`src/rtl/dsb_pkg.sv`:
```
package dsb_pkg;

  typedef enum logic [1:0] {
    ST_INIT = 2'd0,
    ST_IDLE = 2'd1,
    ST_SEG  = 2'd2,
    ST_CUT  = 2'd3
  } dsb_state_e;

endpackage

```
`src/rtl/dsb_piece_calc.sv`:
```
// Length of the next descriptor piece: the smaller of the bytes left in the
// segment and the distance to the next 2**CNT_W address line.
module dsb_piece_calc #(
  parameter int CNT_W = 16,
  parameter int LEN_W = 18
) (
  input  logic [CNT_W-1:0] addr_lo_i,
  input  logic [LEN_W-1:0] left_i,
  output logic [CNT_W:0]   piece_o
);

  localparam logic [CNT_W:0] SPAN = {1'b1, {CNT_W{1'b0}}};

  logic [CNT_W:0] to_line;

  always_comb begin
    to_line = SPAN - {1'b0, addr_lo_i};
    if (LEN_W'(to_line) > left_i) begin
      piece_o = left_i[CNT_W:0];
    end else begin
      piece_o = to_line;
    end
  end

endmodule

```
`src/rtl/dsb_desc_pack.sv`:
```
// Packs one descriptor: address low, count next, flags high (little-endian bytes).
module dsb_desc_pack #(
  parameter int ADDR_W = 32,
  parameter int CNT_W  = 16,
  localparam int DESC_W = ADDR_W + 2 * CNT_W
) (
  input  logic [ADDR_W-1:0] addr_i,
  input  logic [CNT_W-1:0]  count_i,
  input  logic              last_i,
  output logic [DESC_W-1:0] word_o
);

  logic [CNT_W-1:0] flags;

  always_comb begin
    flags          = '0;
    flags[CNT_W-1] = last_i;
    word_o         = {flags, count_i, addr_i};
  end

endmodule

```
`src/rtl/dsb_builder.sv`:
```
module dsb_builder
  import dsb_pkg::*;
#(
  parameter int ADDR_W = 32,
  parameter int CNT_W  = 16,
  parameter int LEN_W  = 18,
  parameter int DEPTH  = 64,
  localparam int IDX_W  = $clog2(DEPTH),
  localparam int DESC_W = ADDR_W + 2 * CNT_W
) (
  input  logic              clk,
  input  logic              rst_n,
  input  logic              start_i,
  input  logic [LEN_W-1:0]  xfer_len_i,
  output logic              busy_o,
  input  logic              seg_valid_i,
  output logic              seg_ready_o,
  input  logic [ADDR_W-1:0] seg_addr_i,
  input  logic [LEN_W-1:0]  seg_len_i,
  output logic              tbl_we_o,
  output logic [IDX_W-1:0]  tbl_addr_o,
  output logic [DESC_W-1:0] tbl_wdata_o,
  output logic              done_o,
  output logic              err_o,
  output logic [IDX_W:0]    desc_cnt_o
);

  localparam logic [IDX_W:0] FULL     = (IDX_W+1)'(DEPTH);
  localparam logic [IDX_W:0] LAST_IDX = (IDX_W+1)'(DEPTH - 1);
  localparam logic [CNT_W:0] SPAN     = {1'b1, {CNT_W{1'b0}}};

  // reset: asserted asynchronously, released on a clock edge
  logic [1:0] rst_sync_q;
  logic       rst_sync_n;

  always_ff @(posedge clk or negedge rst_n) begin
    if (!rst_n) rst_sync_q <= 2'b00;
    else        rst_sync_q <= {rst_sync_q[0], 1'b1};
  end
  assign rst_sync_n = rst_sync_q[1];

  dsb_state_e        state_q, state_n;
  logic [IDX_W:0]    idx_q, idx_n;
  logic [LEN_W-1:0]  rem_q, rem_n;
  logic [ADDR_W-1:0] cur_addr_q, cur_addr_n;
  logic [LEN_W-1:0]  cur_left_q, cur_left_n;
  logic [IDX_W:0]    cnt_q, cnt_n;
  logic              done_q, done_n;
  logic              err_q, err_n;

  logic [CNT_W:0]    piece;
  logic [LEN_W-1:0]  piece_ext;
  logic [LEN_W-1:0]  eff_len;
  logic              tbl_full, seg_end, xfer_end;
  logic [ADDR_W-1:0] pk_addr;
  logic [CNT_W-1:0]  pk_count;
  logic              pk_last;

  dsb_piece_calc #(.CNT_W(CNT_W), .LEN_W(LEN_W)) u_piece (
    .addr_lo_i (cur_addr_q[CNT_W-1:0]),
    .left_i    (cur_left_q),
    .piece_o   (piece)
  );

  assign piece_ext = LEN_W'(piece);
  assign eff_len   = (seg_len_i < rem_q) ? seg_len_i : rem_q;
  assign tbl_full  = (idx_q == FULL);
  assign seg_end   = (cur_left_q == piece_ext);
  assign xfer_end  = (rem_q == piece_ext);

  // terminator entry during the fill, live piece otherwise
  always_comb begin
    if (state_q == ST_INIT) begin
      pk_addr  = '0;
      pk_count = CNT_W'(1);
      pk_last  = 1'b1;
    end else begin
      pk_addr  = cur_addr_q;
      pk_count = piece[CNT_W-1:0];
      pk_last  = xfer_end;
    end
  end

  dsb_desc_pack #(.ADDR_W(ADDR_W), .CNT_W(CNT_W)) u_pack (
    .addr_i  (pk_addr),
    .count_i (pk_count),
    .last_i  (pk_last),
    .word_o  (tbl_wdata_o)
  );

  always_comb begin
    state_n    = state_q;
    idx_n      = idx_q;
    rem_n      = rem_q;
    cur_addr_n = cur_addr_q;
    cur_left_n = cur_left_q;
    cnt_n      = cnt_q;
    done_n     = 1'b0;
    err_n      = 1'b0;
    case (state_q)
      ST_INIT: begin
        idx_n = idx_q + 1'b1;
        if (idx_q == LAST_IDX) begin
          idx_n   = '0;
          state_n = ST_IDLE;
        end
      end
      ST_IDLE: begin
        if (start_i) begin
          idx_n = '0;
          if (xfer_len_i == '0) begin
            done_n = 1'b1;
            cnt_n  = '0;
          end else begin
            rem_n   = xfer_len_i;
            state_n = ST_SEG;
          end
        end
      end
      ST_SEG: begin
        if (seg_valid_i && (eff_len != '0)) begin
          cur_addr_n = seg_addr_i;
          cur_left_n = eff_len;
          state_n    = ST_CUT;
        end
      end
      ST_CUT: begin
        if (tbl_full) begin
          err_n   = 1'b1;
          state_n = ST_IDLE;
        end else begin
          idx_n      = idx_q + 1'b1;
          cur_addr_n = cur_addr_q + ADDR_W'(piece);
          cur_left_n = cur_left_q - piece_ext;
          rem_n      = rem_q - piece_ext;
          if (seg_end) begin
            if (xfer_end) begin
              done_n  = 1'b1;
              cnt_n   = idx_q + 1'b1;
              state_n = ST_IDLE;
            end else begin
              state_n = ST_SEG;
            end
          end
        end
      end
      default: state_n = ST_IDLE;
    endcase
  end

  always_ff @(posedge clk or negedge rst_sync_n) begin
    if (!rst_sync_n) begin
      state_q    <= ST_INIT;
      idx_q      <= '0;
      rem_q      <= '0;
      cur_addr_q <= '0;
      cur_left_q <= '0;
      cnt_q      <= '0;
      done_q     <= 1'b0;
      err_q      <= 1'b0;
    end else begin
      state_q    <= state_n;
      idx_q      <= idx_n;
      rem_q      <= rem_n;
      cur_addr_q <= cur_addr_n;
      cur_left_q <= cur_left_n;
      cnt_q      <= cnt_n;
      done_q     <= done_n;
      err_q      <= err_n;
    end
  end

  assign busy_o      = (state_q != ST_IDLE);
  assign seg_ready_o = (state_q == ST_SEG);
  assign tbl_we_o    = rst_sync_n &&
                       ((state_q == ST_INIT) || ((state_q == ST_CUT) && !tbl_full));
  assign tbl_addr_o  = idx_q[IDX_W-1:0];
  assign done_o      = done_q;
  assign err_o       = err_q;
  assign desc_cnt_o  = cnt_q;

  // ---------------- assertions ----------------
  logic [CNT_W+1:0] chk_span_end;
  logic [CNT_W-1:0] chk_cnt;
  assign chk_cnt      = tbl_wdata_o[ADDR_W +: CNT_W];
  assign chk_span_end = {2'b00, tbl_wdata_o[CNT_W-1:0]} +
                        ((chk_cnt == '0) ? {1'b0, SPAN} : {2'b00, chk_cnt});

  p_init_fill_r1: assert property (@(posedge clk) disable iff (!rst_sync_n)
    (state_q == ST_INIT) |-> (tbl_we_o && !seg_ready_o && busy_o));

  p_no_cross_r3: assert property (@(posedge clk) disable iff (!rst_sync_n)
    (tbl_we_o && state_q == ST_CUT) |-> (chk_span_end <= {1'b0, SPAN}));

  p_end_then_done_r5: assert property (@(posedge clk) disable iff (!rst_sync_n)
    (tbl_we_o && state_q == ST_CUT && tbl_wdata_o[DESC_W-1]) |=> done_o);

  p_done_err_excl_r7: assert property (@(posedge clk) disable iff (!rst_sync_n)
    !(done_o && err_o));

  p_err_after_full_r8: assert property (@(posedge clk) disable iff (!rst_sync_n)
    err_o |-> ($past(idx_q) == FULL));

  p_ready_no_write_r9: assert property (@(posedge clk) disable iff (!rst_sync_n)
    seg_ready_o |-> !tbl_we_o);

endmodule

```
`config.mk`:
```
export PLATFORM = sky130hd
export DESIGN_NAME = dsb_builder
export DESIGN_NICKNAME = d
export VERILOG_FILES = /design/src/rtl/dsb_pkg.sv /design/src/rtl/dsb_piece_calc.sv /design/src/rtl/dsb_desc_pack.sv /design/src/rtl/dsb_builder.sv
export SDC_FILE = /design/constraint.sdc
export NUM_CORES = 1
export LEC_CHECK = 0
export ABC_AREA = 1
export CORE_UTILIZATION = 55
export CTS_CLUSTER_SIZE = 16
export DETAILED_ROUTE_END_ITERATION = 12
export DONT_BUFFER_PORTS = 1
export PLACE_DENSITY_LB_ADDON = 0.08
export SLEW_MARGIN = 20
export SYNTH_ARGS = -nofsm -noshare
export SYNTH_HDL_FRONTEND = slang
export SYNTH_SLANG_ARGS = --single-unit
export TNS_END_PERCENT = 1
```
`constraint.sdc`:
```
create_clock -name clk -period 5.5 [get_ports clk]
set_clock_uncertainty 0.15 [all_clocks]
set_input_delay 0.55 -clock clk [delete_from_list [all_inputs] [get_ports clk]]
set_output_delay 0.55 -clock clk [all_outputs]
set_load 0.02 [all_outputs]
```
* Yosys cells after proc, flatten, opt, wreduce, memory -nomap -nowiden *
Index checks and enable logic that the tools add are counted.

operators by class
  add/sub/neg operators = 5
  magnitude comparators = 2
  eq/ne operators = 17
  mux-type cells = 41
  reduce and logical (&&, ||, !) cells = 16

operator list
  cell                                                                    number
  18-bit two-way mux                                                      6
  32-bit two-way mux                                                      3
  18-bit case mux with 2 select lines                                     2
  32-bit case mux with 2 select lines                                     1
  7-bit two-way mux                                                       8
  18-bit by 17-bit equality test with 1-bit output                        2
  18-bit by 17-bit subtractor with 18-bit output                          2
  32-bit by 17-bit adder with 32-bit output                               1
  7-bit case mux with 3 select lines                                      1
  17-bit by 18-bit greater-than comparator with 1-bit output              1
  18-bit zero test                                                        1
  18-bit < comparator                                                     1
  18-bit nonzero test                                                     1
  17-bit two-way mux                                                      1
  17-bit by 16-bit subtractor with 17-bit output (first input constant)   1
  16-bit two-way mux                                                      1
  2-bit two-way mux                                                       7
  2-bit inequality test (second input constant)                           7
  7-bit case mux with 2 select lines                                      1
  1-bit two-way mux                                                       8
  2-bit case mux with 4 select lines                                      1
  7-bit by 1-bit adder with 7-bit output (second input constant)          1
  7-bit by 6-bit equality test with 1-bit output (second input constant)  1
  7-bit equality test (second input constant)                             1
  15 further kinds                                                        21

word-level totals
  register bits after elaboration = 88
  input bits = 72
  output and inout port bits = 82
  logic and storage cells = 90

* Depth between registers and ports, before layout *
  depth after elaboration = 8
  mapped depth = 38

* Cells and area by module *
Synthesis repeated with hierarchy kept, for this count alone.

second synthesis, totals
  cells, all modules = 1549
  area total of the unflattened synthesis = 9905.8 µm²

by module, submodules not included
  module          instances  cells each  area an instance (µm²)  seq. area each (µm²)
  dsb_builder     1          1268        8306.7                  2202.1
  dsb_piece_calc  1          216         1114.8                  0.0
  dsb_desc_pack   1          65          484.2                   0.0

* Worst setup path after synthesis *
Ideal clock, no wire load.

  path kind = reg2reg
  start point = register cur_addr_q[1]
  end point = register cur_left_q[16]
  setup time = 0.117 ns
  arrival = 5.088 ns
  path slack = 0.145 ns
  cell stages (with the launch flop) = 35
  buffers on the path = 1
  cell sequence = dfrtp_1 -> inv_1 -> ha_1 -> nand3_1 -> nor3_1 -> nand2_1 -> nor4_1 -> nand4_1 -> o21ai_0 -> nand2_1 -> inv_1 -> ha_1 -> nand2_1 -> nor2_1 -> a221oi_1 -> nand3_1 -> nand2_1 -> clkbuf_1 -> nand2_1 -> o21ai_0 -> inv_1 -> fa_1 -> inv_1 -> nor2_1 -> nor2_1 -> inv_1 -> nand2_1 -> o211ai_1 -> a21oi_1 -> o21ai_0 -> or2_2 -> nand3_1 -> nand2_1 -> nand2_1 -> nand2_1

between the ends
  longest elaborated chain between the ends = 6

RTL lines
  element                                                     line                  text
  start, declared                                             dsb_builder.sv:45     logic [ADDR_W-1:0] cur_addr_q, cur_addr_n;
  start signal, assigned                                      dsb_builder.sv:165    cur_addr_q <= cur_addr_n;
  17-bit by 16-bit subtractor with 17-bit output *            dsb_piece_calc.sv:17  to_line = SPAN - {1'b0, addr_lo_i};
  17-bit by 18-bit greater-than comparator with 1-bit output  dsb_piece_calc.sv:18  if (LEN_W'(to_line) > left_i) begin
  17-bit two-way mux *                                        dsb_piece_calc.sv:18
  18-bit by 17-bit subtractor with 18-bit output *            dsb_builder.sv:134    cur_left_n = cur_left_q - piece_ext;
  18-bit two-way mux *                                        dsb_builder.sv:128    if (tbl_full) begin
  18-bit case mux with 2 select lines *                       dsb_builder.sv:100    case (state_q)
  end signal, assigned                                        dsb_builder.sv:166    cur_left_q <= cur_left_n;
  end, declared                                               dsb_builder.sv:46     logic [LEN_W-1:0] cur_left_q, cur_left_n;

Mark *: on every way between the ends. The rest lies on a longest branch, timed or not. The select of a mux whose other input is x is not followed.
A chain may end at the register's enable or synchronous reset.

* Final worst setup path *
  start point = register cur_addr_q[1]
  end point = output tbl_wdata_o[63]

between the ends
  longest elaborated chain between the ends = 5

RTL lines
  element                                                     line                  text
  17-bit by 16-bit subtractor with 17-bit output *            dsb_piece_calc.sv:17
  17-bit by 18-bit greater-than comparator with 1-bit output  dsb_piece_calc.sv:18
  17-bit two-way mux *                                        dsb_piece_calc.sv:18
  18-bit by 17-bit equality test with 1-bit output *          dsb_builder.sv:69     assign xfer_end = (rem_q == piece_ext);
  1-bit two-way mux *                                         dsb_builder.sv:73     if (state_q == ST_INIT) begin
  end, declared                                               dsb_builder.sv:22     output logic [DESC_W-1:0] tbl_wdata_o,

Mark *: on every way between the ends. The rest lies on a longest branch, timed or not.

==> qor.yml <==
worst_pin_slew_ps: 1040
clk_pin_slew_ps: 80
synth_edf_count: 0
grtUsageTotal: 0.327
clk_path_buf_depth: 2
violations: "negative setup slack"
report.final.slew_viol_count: 0
ys_top_cells_by_area: "dfrtp_1, nand2_1, ha_1, inv_1, o21ai_0"
cp_top_family: "simple AND/OR/NAND/NOR gates"
yosysMostFrequentCell: "nand2_1"
synth-main-ff-cell: "dfrtp_1"
path_common_cell: "nand2_1"
cts.sinks: 88
placed_area_sq_um: 10000
netlist_top_cells_count: "nand2_1, inv_1, nor2_1, o21ai_0, nand3_1"
ys_seq_elements: 88
grt_first_pass_wirelength_um: 46300
die-area_sq_um: 17600
critical_path.slowest_cell: "dfrtp_1"
synthAdderAreaFrac: 0.124
std_cell_rows: 47
gp_congestion: 0.931
core_sq_um: 16600
drv_cap: 0
status: "finished with violations"
period_needed_ps: 5560
synth_xor_area_frac: 0.0373
netlist_area_sq_um: 9380
n_antenna_cell: 0
die-height_um: 133
grt-ovfl-total: 0
start_kind: "flip-flop"
arrival_ps: 4860
synth_compound_area_frac: 0.160
cts_made_buffers: 9
post_drt_wl_per_cell_um: 16.9
cts_tree: "yes"
nets: 1696
period_share: 1.01
worstPathBufferInverterCount: 7
yosys.area.top_type: "dfrtp_1"
vias: 9992
die_x_um: 133
critPathMaxStageDelay_ps: 400
final_layout_size_suffix_gt1_frac: 0.178
slew_headroom: 0.310
io_pins: 154
setup_ws_ps: -61.5
wl_um: 29700
area_growth_syn_to_layout_pct: 20.0
synth_top_family_by_area: "simple AND/OR/NAND/NOR gates"
portBuffers: 0
worstSetupPathType: "flip-flop to output port"
cts-htree-levels: 3
syn_inst: 1461
avgSynthCellArea_sq_um: 6.42
grt_max_degree: 94
initial_utilization: 0.564
cp.required_ps: 4800
first_pass_iters: 5
grt_pass1_vias: 9517
fmaxAchievable_mhz: 180
synth.top_cell.area_share: 0.235
ys_types: 49
worstPathMaxFanout: 6
vias_per_cell: 5.68
ys_warn_count: 0
dp_hpwl_um: 21200
setup_viol: 1
async_flop_share: 1.00
antenna_found_initial: 0
ctsRootBufferMaster: "clkbuf_16"
drc: 0
drtIter0Drc: 708
critPathCaptureType: "output port"
synth-simple-area-share: 0.324
rsz0062_at_grt: "true"
seq_area_frac_synth: 0.235
min_path_type: "flip-flop to async pin"
synthMuxAreaShare: 0.00107
hold_viol: 0
finish.instance_area_sq_um: 11300
insertion_delay_ps: 360
drtAntennaViolNets: 0
## layout by cell type, fill, tap and decap left out, drive strengths merged, types with 2 or more instances in the layout
cell and n:
o211ai 13, a31oi 9, o21bai 6, or2 7, nand3 97, a21boi 4, a21o 4, nand3b 2
xnor2 9, clkbuf 11, ha 88, o22ai 7, dfrtp 88, and2 5, buf 112, nand2 418
inv 192, a211oi 2, nand4 31, nor3 17, nor4 12, a21oi 86, conb 16, o21ai 122
o31ai 12, xor2 31, nor2 126, fa 3
## flip-flops by register name (all words and copies together) (netlist names)
name,count
cur_addr_q,32
rem_q,18
cur_left_q,18
idx_q,7
state_q,2
rst_sync_q,2
err_o,1
done_o,1
desc_cnt_o,7
## layer usage
metal / vias to the layer above / part of all wire / track usage
li1: 4921 / - / -
met1: 4644 / 0.44 / 0.439
met2: 365 / 0.46 / 0.539
met3: 62 / 0.065 / 0.0502
met4: 0 / 0.027 / 0.103
met5: - / 0 / 0
## final cells by class
type                            count  area, sq um
Clock buffer                        9          225
Clock inverter                      7         83.8
Fill cell                        1480         5390
Inverter                          187          709
Multi-Input combinational cell   1132         6810
Sequential cell                    88         2210
Tap cell                          220          275
Timing Repair Buffer              115          945
## final timing paths
path	slack (ps)	startpoint	depth (start not counted)	to
min in group clk	190	start_i	2	done_o$_DFF_PN0_
worst max-delay path	-60	cur_addr_q[1]$_DFFE_PN0P_	28	tbl_wdata_o[63]
max in group asynchronous	3910	rst_sync_q[1]$_DFF_PN0_	1	cur_left_q[6]$_DFFE_PN0P_
worst min register to register	110	rst_sync_q[1]$_DFF_PN0_	0	cur_addr_q[31]$_DFFE_PN0P_
worst max register to register	60	cur_addr_q[1]$_DFFE_PN0P_	38	cur_left_q[14]$_DFFE_PN0P_
worst min-delay path	110	rst_sync_q[1]$_DFF_PN0_	0	cur_addr_q[31]$_DFFE_PN0P_
## worst register-to-register path: cells and delay by family, from the launching register on
family                     cells  cell delay [ps]
and+or+nand+nor               19             1980
AOI/OAI and AO/OA              7             1040
xor gates and xnor gates       1              180
DFF                            1              400
buffers and inverters          8              790
adders and majority gates      3              860
## timing repair
item / 4_1_cts / 5_1_grt
buffers inserted: 5 / 14
endpoints found under the hold margin: 2 / 0
pin swaps: 9 / 46
cloned: 0 / 3
setup endpoints to repair: 50 / 61
hold buffers: 1 / 0
gates resized for setup: 62 / 117
## metrics by stage
step                hold slack, ps  setup slack (ps)  TNS (ps)  utilization  instances
floorplan                      104               145         0            -       1475
global placement               104              -320     -3880        0.602       1718
detailed placement             104              -470     -9580        0.602       1718
CTS                            125             -36.1     -36.1        0.637       1740
global route                   141              -266     -4690        0.676       1758
finish                         106             -61.5     -61.5        0.676       1758
## cell families after synthesis
kind of cell | Yosys count
compound gates | 269
buf+inv | 255
simple gates | 715
flops | 88
xor+xnor | 40
mux | 1
other cells | 2
fa+ha+maj | 91
Power is not shown: default switching activity piles up to over one toggle a cycle in this logic, so the estimate is an artifact.
